===== src/rtl/sup_rst_pkg.sv =====
package sup_rst_pkg;

  typedef struct packed {
    logic supply_low;
    logic manual;
  } cause_t;

  localparam int unsigned SYNC_STAGES_DEF = 2;

endpackage


===== src/rtl/sup_rst_sync.sv =====
module sup_rst_sync #(
  parameter int unsigned WIDTH   = 1,
  parameter int unsigned STAGES  = 2,
  parameter logic [WIDTH-1:0] RST_VAL = '0
) (
  input  logic             clk_i,
  input  logic             rst_ni,
  input  logic [WIDTH-1:0] d_i,
  output logic [WIDTH-1:0] q_o
);

  logic [WIDTH-1:0] stage_q [STAGES];

  for (genvar s = 0; s < STAGES; s++) begin : g_stage
    always_ff @(posedge clk_i or negedge rst_ni) begin
      if (!rst_ni) begin
        stage_q[s] <= RST_VAL;
      end else if (s == 0) begin
        stage_q[s] <= d_i;
      end else begin
        stage_q[s] <= stage_q[(s == 0) ? 0 : s-1];
      end
    end
  end

  assign q_o = stage_q[STAGES-1];

endmodule


===== src/rtl/sup_rst_cause.sv =====
module sup_rst_cause
  import sup_rst_pkg::*;
(
  input  logic   supply_ok_s_i,
  input  logic   mr_n_s_i,
  output cause_t cause_o,
  output logic   any_o
);

  always_comb begin
    cause_o.supply_low = ~supply_ok_s_i;
    cause_o.manual     = ~mr_n_s_i;
    any_o              = |cause_o;
  end

endmodule


===== src/rtl/sup_rst_hold.sv =====
module sup_rst_hold #(
  parameter int unsigned HOLD_CYCLES = 25_000_000,
  localparam int unsigned CNT_W = $clog2(HOLD_CYCLES + 1)
) (
  input  logic clk_i,
  input  logic rst_ni,
  input  logic cause_i,
  output logic busy_o
);

  localparam logic [CNT_W-1:0] LOAD = CNT_W'(HOLD_CYCLES);

  logic [CNT_W-1:0] cnt_q;

  // reload on every active cycle so a late cause never shortens the pulse
  always_ff @(posedge clk_i or negedge rst_ni) begin
    if (!rst_ni) begin
      cnt_q <= LOAD;
    end else if (cause_i) begin
      cnt_q <= LOAD;
    end else if (cnt_q != '0) begin
      cnt_q <= cnt_q - 1'b1;
    end
  end

  assign busy_o = cause_i | (cnt_q != '0);

endmodule


===== src/rtl/sup_rst_out.sv =====
module sup_rst_out (
  input  logic clk_i,
  input  logic rst_ni,
  input  logic assert_i,
  output logic rst_no,
  output logic rst_o
);

  // separate flops per polarity, asserted from power-on
  always_ff @(posedge clk_i or negedge rst_ni) begin
    if (!rst_ni) begin
      rst_no <= 1'b0;
      rst_o  <= 1'b1;
    end else begin
      rst_no <= ~assert_i;
      rst_o  <= assert_i;
    end
  end

endmodule


===== src/rtl/sup_reset_stretch.sv =====
module sup_reset_stretch
  import sup_rst_pkg::*;
#(
  parameter int unsigned HOLD_CYCLES = 25_000_000,
  parameter int unsigned SYNC_STAGES = SYNC_STAGES_DEF
) (
  input  logic clk_i,
  input  logic rst_ni,
  input  logic supply_ok_i,
  input  logic mr_ni,
  output logic rst_no,
  output logic rst_o
);

  logic [1:0] raw_in, sync_in;
  cause_t     cause;
  logic       cause_any;
  logic       busy;

  assign raw_in = {supply_ok_i, mr_ni};

  // reset value reads as "both causes active"
  sup_rst_sync #(
    .WIDTH   (2),
    .STAGES  (SYNC_STAGES),
    .RST_VAL (2'b00)
  ) i_sync (
    .clk_i  (clk_i),
    .rst_ni (rst_ni),
    .d_i    (raw_in),
    .q_o    (sync_in)
  );

  sup_rst_cause i_cause (
    .supply_ok_s_i (sync_in[1]),
    .mr_n_s_i      (sync_in[0]),
    .cause_o       (cause),
    .any_o         (cause_any)
  );

  sup_rst_hold #(
    .HOLD_CYCLES (HOLD_CYCLES)
  ) i_hold (
    .clk_i   (clk_i),
    .rst_ni  (rst_ni),
    .cause_i (cause_any),
    .busy_o  (busy)
  );

  sup_rst_out i_out (
    .clk_i    (clk_i),
    .rst_ni   (rst_ni),
    .assert_i (busy),
    .rst_no   (rst_no),
    .rst_o    (rst_o)
  );

endmodule


===== config.mk =====
export PLATFORM = sky130hd
export DESIGN_NAME = sup_reset_stretch
export DESIGN_NICKNAME = d
export VERILOG_FILES = /design/src/rtl/sup_rst_pkg.sv /design/src/rtl/sup_rst_sync.sv /design/src/rtl/sup_rst_cause.sv /design/src/rtl/sup_rst_hold.sv /design/src/rtl/sup_rst_out.sv /design/src/rtl/sup_reset_stretch.sv
export SDC_FILE = /design/constraint.sdc
export NUM_CORES = 1
export LEC_CHECK = 0
export BUFFER_PORTS_ARGS = -buffer_cell sky130_fd_sc_hd__buf_4
export CORE_MARGIN = 2
export CORE_UTILIZATION = 45
export DETAILED_ROUTE_END_ITERATION = 10
export PLACE_DENSITY = 0.68
export SETUP_SLACK_MARGIN = 0.5
export SLEW_MARGIN = 20
export SYNTH_ARGS = -nofsm -noshare
export SYNTH_HDL_FRONTEND = slang
export SYNTH_HIERARCHICAL = 1
export SYNTH_SLANG_ARGS = --single-unit

===== constraint.sdc =====
create_clock -name clk_i -period 3.8 [get_ports clk_i]
set_input_delay 0.76 -clock clk_i [delete_from_list [all_inputs] [get_ports clk_i]]
set_output_delay 0.76 -clock clk_i [all_outputs]
set_load 0.01 [all_outputs]

== Word-level counts from Yosys, hierarchy flattened ==
Index checks and enable logic that the tools add are counted.

* Bits in registers: 31
* Input port bits: 4
* Output and inout bits: 2
* Logic and storage cells: 15

* $add $sub $neg: 1
* Mux-type cells: 2
* Bitwise gates (word level): 4
* Reductions and logical operators: 3

{| class="wikitable"
|+ Operators by type and width
! operator !! number
|-
| 2-to-1 mux 25 bit || 2
|-
| nonzero test 25 bit || 1
|-
| subtractor 25 x 1 -> 25 bit, second input constant || 1
|-
| inverter 1 bit || 3
|-
| nonzero test 2 bit || 1
|-
| OR reduction 2 bit || 1
|-
| bitwise OR 1 bit || 1
|}

== Logic depth before layout (Yosys ltp) ==
Gate-level depths: netlist (run 1).

* Depth after elaboration: 4
* Gate-level depth with buffers: 8
* Depth with buffers taken out: 7

== Hierarchy ==
The synthesis (run 1) kept the hierarchy.

{| class="wikitable"
|+ By module, submodules not included
! module !! times used !! cells an instance !! area each (um^2)
|-
| sup_rst_hold || 1 || 140 || 1440.1
|-
| sup_rst_sync || 1 || 6 || 115.1
|-
| sup_rst_out || 1 || 3 || 55.1
|-
| sup_rst_cause || 1 || 3 || 11.3
|}

== Least setup slack after synthesis (run 1) ==
No wires, ideal clock.

* Kind: register to register
* From: reg i_hold.cnt_q[0]
* To: reg i_hold.cnt_q[18]
* Arrival: 1991 ps
* Data required time: 3720 ps
* Slack: 1729 ps
* Stages on the path, launching flop included: 8
* Buffers on the path: 0
* Cells stage by stage: dfrtp_1 -> inv_1 -> ha_1 -> or4b_1 -> or2_1 -> a2111oi_2 -> xnor2_1 -> nand2b_1

* Longest elaborated chain between the ends: 3

{| class="wikitable"
|+ Ends and longest elaborated chain
! item !! line !! RTL
|-
| from (decl) || sup_rst_hold.sv:13 || <nowiki>logic [CNT_W-1:0] cnt_q;</nowiki>
|-
| from (signal assigned) || sup_rst_hold.sv:22 || <nowiki>cnt_q <= cnt_q - 1'b1;</nowiki>
|-
| subtractor 25 x 1 -> 25 bit || sup_rst_hold.sv:22 ||
|-
| 2-to-1 mux 25 bit || sup_rst_hold.sv:21 || <nowiki>end else if (cnt_q != '0) begin</nowiki>
|-
| 2-to-1 mux 25 bit || sup_rst_hold.sv:19 || <nowiki>end else if (cause_i) begin</nowiki>
|}

Parallel ways exist; a longest one is shown, timed or not. The select of a mux whose other input is x is not followed.
A chain may end at the register's enable or synchronous reset.

== Final worst setup path (run 1) ==
Ends and elaborated chain as after synthesis.

==> impl_results.md, run 1 <==
* Outcome: finished clean
* Total overflow reported by the global router at 0
* Ordered list of cells on the worst path: inv_1 > ha_1 > or4b_1 > or2_1 > a2111oi_2 > xnor2_1 > nand2b_1
* Placement Setup Slack at 1.54 ns
* Die boundary height at 63.9 um
* Bufs on Longest Clock Path at 2
* Delay of the slowest cell on the worst path at 0.51 ns
* Unrepaired setup endpoints after global routing: false
* Post-route setup slack at 1.54 ns
* Number of remaining DRC errors at 0
* Final core utilization at 51.1%
* Worst hold slack across all endpoints at 0.352 ns
* Vias in the first global route at 1074
* Fraction of power consumed by sequential logic at 59.9%
* Post-CTS resize count at 0
* Wire length of the first global-routing pass at 5.03 mm
* Clock latency of the later-clocked register in the worst-skew pair at 0.32 ns
* Fill cells at 309
* Core Box Area at 3390 um2
* Number of vias per cell at 5.48
* Layout area overhead at 7.21%
* Critical path endpoint category: flip-flop
* Avg Synthesized Cell Area at 10.8 um2
* Final setup vio count at 0
* TritonRoute pass-1 iters at 4
* Worst IR drop on VDD at 0.268 mV
* Final min period at 2.26 ns
* Final sum of negative setup slack at 0 ns
* Number of nets in the synthesized netlist at 156
* Detailed-route wire length per cell at 13.9 um
* Number of top-level pins at 6
* Root cell of the clock tree: clkbuf_4
* Number of buffers inserted by post-CTS setup repair at 0
* Endpoint arrival time on the critical path at 2.51 ns
* Width of the die at 63.9 um
* Total CTS buffers at 5
* TritonCTS clock tree: built
* Master of the slowest instance on the critical path: or4b_1
* Internal power of the cells at 0.432 mW
* Routed wire length at 2.83 mm
* Post-Layout Inst Area at 1730 um2
* Number of hold violations in the final report at 0
* Number of maximum-capacitance constraint violations at 0
* Power density relative to cell area at 336 nW/um2
* Count of placed standard cells in the final layout, fillers left out at 203
* Clock share of power at 30.5%
* Proportion of layout cells with a drive suffix above 1 at 23.6%
* Kind of critical path: reg2reg
* Number of antenna violations at the first check in global routing at 0
* Final net count at 162
* Hold_buf cts at 0
* Number of diodes added for antenna fixing at 0
* Worst setup skew after layout at 0.00646 ns
* Count of buffering cells on the critical path with inverters included at 1
* Launching element type of the critical path: flip-flop
* Detail Placement HPWL at 1.96 mm
* Post-placement cell area at 1680 um2
* Post-Synthesis Cells at 150
* Register Area at 792 um2
* Residual antenna-violating net count after detailed routing at 0
* Switching pwr at 0.150 mW
* Number of buffers inserted by port buffering at 5
* Data required, critical path at 4.06 ns
* Number of warning messages in the yosys log at 6
* Initial standard-cell utilization of the core at 47.6%
* Number of cell rows at 21
* Cell Count Post-Placement at 195
* Number of levels the H-tree was split into at 2
* Mapped Area at 1610 um2
* Overall routing resource usage at 15.7%
* Final count of pins violating max slew at 0
* Ratio of final minimum period to clock period at 59.4%
* Overall Power at 0.582 mW
* Sink Count at 31
* Maximum number of pins on one net before global-route repair at 32
* Path class of the lowest-slack min-delay path: in2async
* Area of the multi-input gates at 779 um2
* Gp weighted congestion at 0.816
* Combinational power share at 9.6%
* Clock-pin transition on the worst setup and hold timing paths at 0.10 ns
* Crit-path leading delay family: simple AND/OR/NAND/NOR gates
* Relative slew slack at 48.1%
* Largest fanout on the critical path at 5
* Via count at 1112
* Highest Clock Rate at 0.443 GHz
* Die outline area at 4080 um2
* Leakage at 0.634 nW
* Switch share at 25.8%
* Iteration-0 DRC Markers at 91
* Slew at the pin with the worst max-slew slack at 0.777 ns
==> layout make-up <==
class                           count  share of cell area (%)
Timing Repair Buffer                5                    2.17
Clock buffer                        5                    2.17
Tap cell                           46                    3.33
Sequential cell                    31                    45.8
Multi-Input combinational cell    110                    45.0
Clock inverter                      3                   0.868
Inverter                            3                   0.651
==> power groups by stage <==
| stage | logic (mW) | clock network, mW | registers [mW] |
|---|---|---|---|
| 2_1_floorplan | 0.0423 | 0 | 0.352 |
| 4_1_cts | 0.0565 | 0.189 | 0.348 |
| 3_5_place_dp | 0.0557 | 0 | 0.354 |
| 3_3_place_gp | 0.0554 | 0 | 0.354 |
| 6_report | 0.0561 | 0.177 | 0.348 |
| 5_1_grt | 0.0633 | 0.206 | 0.350 |
==> flip-flops by register name, indices dropped and copies added, names as in the netlist <==
register / cells
i_hold/cnt_q: 25
i_sync/q_o: 2
i_sync/stage_q: 2
i_out/rst_no: 1
i_out/rst_o: 1
==> path summary, 6_finish.rpt <==
path / startpoint / to / slack (ns) / cells past startpoint
hold reg to reg: i_sync/stage_q[3] / i_sync/q_o[1] / 0.36 / 0
setup reg to reg: i_hold/cnt_q[0] / i_hold/cnt_q[18] / 1.54 / 7
hold / removal: rst_ni / i_hold/cnt_q[23] / 0.35 / 1
setup / recovery: i_hold/cnt_q[0] / i_hold/cnt_q[18] / 1.54 / 7
max in group asynchronous: rst_ni / i_hold/cnt_q[13] / 3.13 / 1
min in group clk_i: i_sync/stage_q[3] / i_sync/q_o[1] / 0.36 / 0
==> layer usage <==
metal  track usage, %  vias up  routed length [um]
li1                 -      557                   -
met1             21.2      546                1430
met2             24.2        7                1320
met3             4.75        2                  60
met4             4.89        0                  13
met5                0        -                   0
==> cell usage in the layout (no fill, tap or decap), drive strengths merged, types with 4 or more instances in the layout <==
master and instances:
or3 11, clkbuf 5, dfrtp 18, nand2 6, o21ai 9, a21oi 4
dfstp 13, nand2b 6, xnor2 8, nor4 10, xor2 5, nor3 7
buf 5, nor2 11, nor2b 4
Note: power is estimated with default switching activity, not from simulation.
==> run 2, diff against run 1 <==
--- a/config.mk
+++ b/config.mk
@@ -9,7 +9,7 @@
 export CORE_MARGIN = 2
 export CORE_UTILIZATION = 45
 export DETAILED_ROUTE_END_ITERATION = 10
-export PLACE_DENSITY = 0.68
+export PLACE_DENSITY = 0.7
 export SETUP_SLACK_MARGIN = 0.5
 export SLEW_MARGIN = 20
 export SYNTH_ARGS = -nofsm -noshare
==> constraint.sdc (replaced) <==
create_clock -name clk_i -period 1.9 [get_ports clk_i]
set_input_delay 0.38 -clock clk_i [delete_from_list [all_inputs] [get_ports clk_i]]
set_output_delay 0.38 -clock clk_i [all_outputs]
set_load 0.01 [all_outputs]
==> run 2 against run 1 <==
- the flow now finishes with violations (negative setup slack)
- flip-flop and latch count is the same
- clock skew grew 0.0047 ns
- maximum frequency grew 9.4%
- first-iteration DRC count shrank 20%
- cell count grew 23%
- register-to-register slack lost 1.7 ns
- routed wire length grew 36%
- via count grew 20%
- clock-buffer cell count grew 1
- worst setup slack lost 1.7 ns
- sequential share of layout area shrank 13 points
- total power grew to 2.5 times the previous value
- critical path type unchanged
- critical endpoint is now i_hold/cnt_q[19]
- highest routed layer unchanged
==> impl_results.md, run 2 (synthesized netlist as in run 1, its figures left out) <==
* Worst IR drop on VDD at 0.399 mV (+49%)
* Unrepaired setup endpoints after global routing: true
* End of the worst register-to-register path: i_hold/cnt_q[19]
* Initial standard-cell utilization of the core at 47.6% (unchanged)
* Largest register FFs at 25 (unchanged)
* Kind of critical path: reg2reg
* Sink Count at 31 (unchanged)
* Maximum number of pins on one net before global-route repair at 32 (unchanged)
* Root cell of the clock tree: clkbuf_4
* Bufs on Longest Clock Path at 2 (unchanged)
* Via count at 1332 (+20%)
* Layout area overhead at 48.7%
* Most frequent cells in the layout: 40 x buf_4, 18 x dfrtp_1, 13 x dfstp_2, 10 x nor2_1, 10 x or3_1
* Number of vias per cell at 5.35 (-2.3%)
* Final setup vio count at 17 (+17)
* Total CTS buffers at 5 (unchanged)
* Violated checks: negative setup slack
* Overall routing resource usage at 20.7% (+5.0 points)
* Number of antenna violations at the first check in global routing at 0 (unchanged)
* Iteration-0 DRC Markers at 73 (-20%)
* Leakage at 0.925 nW (+46%)
* Critical path endpoint category: flip-flop
* Most frequent standard cell in the layout excluding fill and tap cells: buf_4
* Number of cell rows at 21 (unchanged)
* Worst setup skew after layout at 0.0112 ns (+0.00473 ns)
* Largest fanout on the critical path at 6 (+1)
* Reg-to-reg startpoint: i_hold/cnt_q[0]
* Vias in the first global route at 1373 (+28%)
* Final sum of negative setup slack at -1.31 ns (-1.31 ns)
* Number of maximum-capacitance constraint violations at 0 (unchanged)
* Width of the die at 63.9 um (unchanged)
* Data required, critical path at 2.17 ns (-1.89 ns)
* Proportion of layout cells with a drive suffix above 1 at 53.2% (+30 points)
* Path class of the lowest-slack min-delay path: in2reg
* Outcome: finished, violations left
* Number of remaining DRC errors at 0 (unchanged)
* Detail Placement HPWL at 2.36 mm (+21%)
* Residual antenna-violating net count after detailed routing at 0 (unchanged)
* Final net count at 208 (+28%)
* Delay of the slowest cell on the worst path at 0.56 ns (+0.05 ns)
* Worst r2r path cells at 6 (-1)
* Gp weighted congestion at 0.812 (-0.50%)
* Hold wc startpoint: mr_ni
* Endpoint arrival time on the critical path at 2.33 ns (-0.18 ns)
* Launching element type of the critical path: flip-flop
* Cell Count Post-Placement at 226 (+16%)
* Count of buffering cells on the critical path with inverters included at 1 (unchanged)
* Wire length of the first global-routing pass at 6.47 mm (+29%)
* Slew at the pin with the worst max-slew slack at 0.536 ns (-0.240 ns)
* Levels on crit path at 6 (-1)
* Clock-pin transition on the worst setup and hold timing paths at 0.10 ns (about the same)
* Detailed-route wire length per cell at 15.4 um (+11%)
* Power density relative to cell area at 609 nW/um2 (+81%)
* Setup slack, reg-to-reg at -0.16 ns (-1.71 ns)
* Clock latency of the later-clocked register in the worst-skew pair at 0.33 ns (about the same)
* Hold Path Depth at 1
* TritonRoute pass-1 iters at 5 (+1)
* Total overflow reported by the global router at 0 (unchanged)
* Post-route setup slack at -0.164 ns (-1.71 ns)
* Master of the slowest instance on the critical path: or4_4
* Die outline area at 4080 um2 (unchanged)
* Ratio of final minimum period to clock period at 109% (+49 points)
* Relative slew slack at 64.2% (+16 points)
* Die boundary height at 63.9 um (unchanged)
* Final count of pins violating max slew at 0 (unchanged)
* Crit-path leading delay family: simple AND/OR/NAND/NOR gates
* Number of diodes added for antenna fixing at 0 (unchanged)
* Number of top-level pins at 6 (unchanged)
* Number of buffers inserted by port buffering at 5 (unchanged)
* Ordered list of cells on the worst path: or4_4 > buf_6 > nor4_4 > o31ai_4 > o31a_1 > or3_1
* Final min period at 2.06 ns (-0.195 ns)
* Number of levels the H-tree was split into at 2 (unchanged)
* Hold worst-path end: i_sync/stage_q[2]
* Core Box Area at 3390 um2 (unchanged)
* Routed wire length at 3.83 mm (+36%)
* TritonCTS clock tree: built
* Count of placed standard cells in the final layout, fillers left out at 249 (+23%)
* Register bank with the most flops: i_hold/cnt_q
* Highest Clock Rate at 0.485 GHz (+9.4%)
* Number of hold violations in the final report at 0 (unchanged)
==> run 2: layer usage <==
| layer | share of wire (%) | GRT usage [%] | wire (um) |
|---|---|---|---|
| met4 | 1.1 | 8.15 | 42 |
| met5 | 0 | 0 | 0 |
| met2 | 53 | 35.7 | 2050 |
| met1 | 43 | 25.0 | 1650 |
| met3 | 2.5 | 4.75 | 97 |
==> run 2: power by group <==
group          internal [mW]  total, mW  switching [mW]  leakage, nW
clock                  0.311      0.549           0.238       0.0482
sequential             0.679      0.690          0.0109        0.375
combinational          0.113      0.222           0.109        0.502
total                   1.10       1.46           0.358        0.925
==> run 2: timing repair <==
item / in CTS / in global routing
pin swaps: 12 / 14
cloned: 0 / 0
hold buffers: 1 / 0
buffers inserted: 5 / 9
setup endpoints to repair: 27 / 28
hold endpoints to repair: 18 / 0
gates resized for setup: 25 / 12
==> run 2: final cells by class <==
class | count | area [um2]
clock buffers | 6 | 51.3
flip-flops and latches | 31 | 792
multi-input cells | 110 | 1030
inverters | 3 | 11.3
well taps | 46 | 57.6
fillers | 217 | 990
clock inverters | 2 | 35.0
repair buffers | 51 | 427
==> run 2: how the worst max path moves through the flow <==
stage	startpoint	to	slack, ns
floorplan	i_hold/cnt_q[0]	i_hold/cnt_q[9]	-0.09
global placement	i_hold/cnt_q[1]	i_hold/cnt_q[18]	-0.14
detailed placement	i_hold/cnt_q[0]	i_hold/cnt_q[19]	-0.17
CTS	i_hold/cnt_q[0]	i_hold/cnt_q[19]	-0.19
global route	i_hold/cnt_q[9]	i_hold/cnt_q[19]	-0.23
finish	i_hold/cnt_q[0]	i_hold/cnt_q[19]	-0.16
==> run 2: through the flow <==
step	instance area [um2]	power [mW]	setup slack [ns]	util, %	hold WS (ns)
after CTS	2270	1.45	-0.186	67.0	0.130
after global placement	2020	0.873	-0.136	59.6	0.325
after detailed placement	2020	0.877	-0.174	59.6	0.329
after floorplan	1720	0.799	-0.0882	-	0.0844
final	2400	1.46	-0.164	70.8	0.143
after global routing	2400	1.52	-0.233	70.8	0.119
==> run 3, diff against run 2 <==
--- a/config.mk
+++ b/config.mk
@@ -7,9 +7,9 @@
 export LEC_CHECK = 0
 export BUFFER_PORTS_ARGS = -buffer_cell sky130_fd_sc_hd__buf_4
 export CORE_MARGIN = 2
-export CORE_UTILIZATION = 45
+export CORE_UTILIZATION = 50
 export DETAILED_ROUTE_END_ITERATION = 10
-export PLACE_DENSITY = 0.7
+export PLACE_DENSITY = 0.74
 export SETUP_SLACK_MARGIN = 0.5
 export SLEW_MARGIN = 20
 export SYNTH_ARGS = -nofsm -noshare
==> constraint.sdc (replaced) <==
create_clock -name clk_i -period 2.1 [get_ports clk_i]
set_input_delay 0.42 -clock clk_i [delete_from_list [all_inputs] [get_ports clk_i]]
set_output_delay 0.42 -clock clk_i [all_outputs]
set_load 0.01 [all_outputs]
==> run 3 against run 2 <==
- the flow still finishes with violations (negative setup slack)
- register-to-register slack gained 0.11 ns
- flip-flop and latch count is the same
- worst hold slack gained 0.035 ns
- core utilization grew 9.1 points
- worst setup slack gained 0.11 ns
- highest routed layer unchanged
- die area shrank 9.4%
- critical path type unchanged
- clock power shrank 9.5%
- non-clock buffer count is the same
- critical path depth shrank 1
- sequential share of layout area shrank 0.54 points
- largest cell class unchanged
==> impl_results.md, run 3 (synthesized netlist as in run 1, its figures left out) <==
* Number of vias per cell at 5.80 (+8.4%)
* Endpoint arrival time on the critical path at 2.44 ns (+0.11 ns)
* Clock-pin transition on the worst setup and hold timing paths at 0.10 ns (about the same)
* Clock latency of the later-clocked register in the worst-skew pair at 0.34 ns (about the same)
* Post-route setup slack at -0.0585 ns (+0.105 ns)
* Final setup vio count at 2 (-15)
* Gp weighted congestion at 0.808 (-0.54%)
* Number of hold violations in the final report at 0 (unchanged)
* Iteration-0 DRC Markers at 51 (-30%)
* Path class of the lowest-slack min-delay path: in2reg
* Highest Clock Rate at 0.463 GHz (-4.4%)
* Cell Count Post-Placement at 210 (-7.1%)
* Placement Setup Slack at -0.0167 ns (+0.157 ns)
* Layout area overhead at 51.2%
* Largest fanout on the critical path at 4 (-2)
* Kind of critical path: reg2reg
* Count of placed standard cells in the final layout, fillers left out at 247 (-0.80%)
* Hold Path Depth at 1 (unchanged)
* Number of diodes added for antenna fixing at 0 (unchanged)
* Overall routing resource usage at 28.3% (+7.6 points)
* Final min period at 2.16 ns (+0.0948 ns)
* Residual antenna-violating net count after detailed routing at 0 (unchanged)
* Root cell of the clock tree: clkbuf_4
* Ratio of final minimum period to clock period at 103% (-5.8 points)
* Number of antenna violations at the first check in global routing at 0 (unchanged)
* Wire length of the first global-routing pass at 7.45 mm (+15%)
* Final sum of negative setup slack at -0.0622 ns (+1.24 ns)
* Width of the die at 60.8 um (-4.8%)
* Core Box Area at 3050 um2 (-9.9%)
* Routed wire length at 4.71 mm (+23%)
* Detailed-route wire length per cell at 19.0 um (+24%)
* Number of levels the H-tree was split into at 2 (unchanged)
* Total overflow reported by the global router at 0 (unchanged)
* Via count at 1432 (+7.5%)
* Number of top-level pins at 6 (unchanged)
* Fill cells at 180 (-17%)
* Violated checks: negative setup slack
* Outcome: finished, violations left
* Vias in the first global route at 1489 (+8.4%)
* Bufs on Longest Clock Path at 2 (unchanged)
* Number of remaining DRC errors at 0 (unchanged)
* Launching element type of the critical path: flip-flop
* Final core utilization at 79.9% (+9.1 points)
* Post-Layout Inst Area at 2440 um2 (+1.7%)
* Proportion of layout cells with a drive suffix above 1 at 56.2% (+3.0 points)
* Largest register FFs at 25 (unchanged)
* Worst r2r path cells at 5 (-1)
* Leakage at 0.919 nW (-0.67%)
* Final net count at 208 (unchanged)
* Worst setup skew after layout at 0.00816 ns (-0.00303 ns)
* Maximum number of pins on one net before global-route repair at 32 (unchanged)
* Number of maximum-capacitance constraint violations at 0 (unchanged)
* Overall Power at 1.32 mW (-9.6%)
* Most frequent cells in the layout: 40 x buf_4, 18 x dfrtp_1, 13 x dfstp_2, 10 x nor2_1, 9 x buf_6
* Register bank with the most flops: i_hold/cnt_q
* Unrepaired setup endpoints after global routing: true
* TritonRoute pass-1 iters at 4 (-1)
* Most frequent standard cell in the layout excluding fill and tap cells: buf_4
* Worst IR drop on VDD at 0.487 mV (+22%)
* Worst hold slack across all endpoints at 0.177 ns (+0.0349 ns)
* Number of cell rows at 20 (-4.8%)
* Die boundary height at 60.8 um (-4.8%)
* Power density relative to cell area at 542 nW/um2 (-11%)
* Total CTS buffers at 5 (unchanged)
* Final count of pins violating max slew at 0 (unchanged)
* Post-placement cell area at 1900 um2 (-5.9%)
* Slew at the pin with the worst max-slew slack at 0.601 ns (+0.0643 ns)
* Initial standard-cell utilization of the core at 52.9% (+5.2 points)
* Sink Count at 31 (unchanged)
* Critical path endpoint category: flip-flop
* Die outline area at 3700 um2 (-9.4%)
* Number of buffers inserted by port buffering at 5 (unchanged)
* Relative slew slack at 59.9% (-4.3 points)
* Data required, critical path at 2.39 ns (+0.22 ns)
* Detail Placement HPWL at 2.37 mm (+0.27%)
* TritonCTS clock tree: built
[run 3: cell type report]
type | count | area (um2) | area share [%]
flip-flops and latches | 31 | 792 | 32.5
clock inverters | 2 | 35.0 | 1.44
clock buffers | 6 | 51.3 | 2.10
inverters | 3 | 11.3 | 0.462
multi-input cells | 110 | 1070 | 43.8
repair buffers | 51 | 427 | 17.5
well taps | 44 | 55.1 | 2.26
[run 3: per-layer routing]
layer	share of wire (%)	GRT usage [%]	wire length (um)	up-vias
met5	0	0	0	-
met2	51	46.1	2390	50
met4	4.4	15.5	207	0
met1	39	33.5	1850	711
li1	-	-	-	648
met3	5.5	8.53	261	23
[run 3: worst paths after layout]
path	end	start	slack [ns]
max in group asynchronous	i_hold/cnt_q[19]	rst_ni	1.24
min in group asynchronous	i_hold/cnt_q[9]	rst_ni	0.54
worst max-delay path	i_hold/cnt_q[9]	i_hold/cnt_q[1]	-0.06
worst min-delay path	i_sync/stage_q[2]	mr_ni	0.18
worst min register to register	i_sync/q_o[0]	i_sync/stage_q[2]	0.37
worst max register to register	i_hold/cnt_q[9]	i_hold/cnt_q[1]	-0.06
[run 3: power breakdown]
part | internal [mW] | switching, mW | total, mW
combinational | 0.0960 | 0.102 | 0.199
sequential | 0.615 | 0.0116 | 0.626
clock | 0.281 | 0.215 | 0.497
[run 3: worst max-delay path, stage by stage (launching register included)]
cell and delay (ns):
dfrtp_1 0.43, or4_4 0.54, or3_4 0.41, o21bai_4 0.21, or4_1 0.43, nand2_1 0.09
[run 3: repair_timing]
item                                    4_1_cts  5_1_grt
hold buffers                                  1        0
setup buffers                                23        5
endpoints found under the setup margin       27       27
gates resized for setup                      35       15
endpoints found under the hold margin         6        0
pin swaps                                    20        7
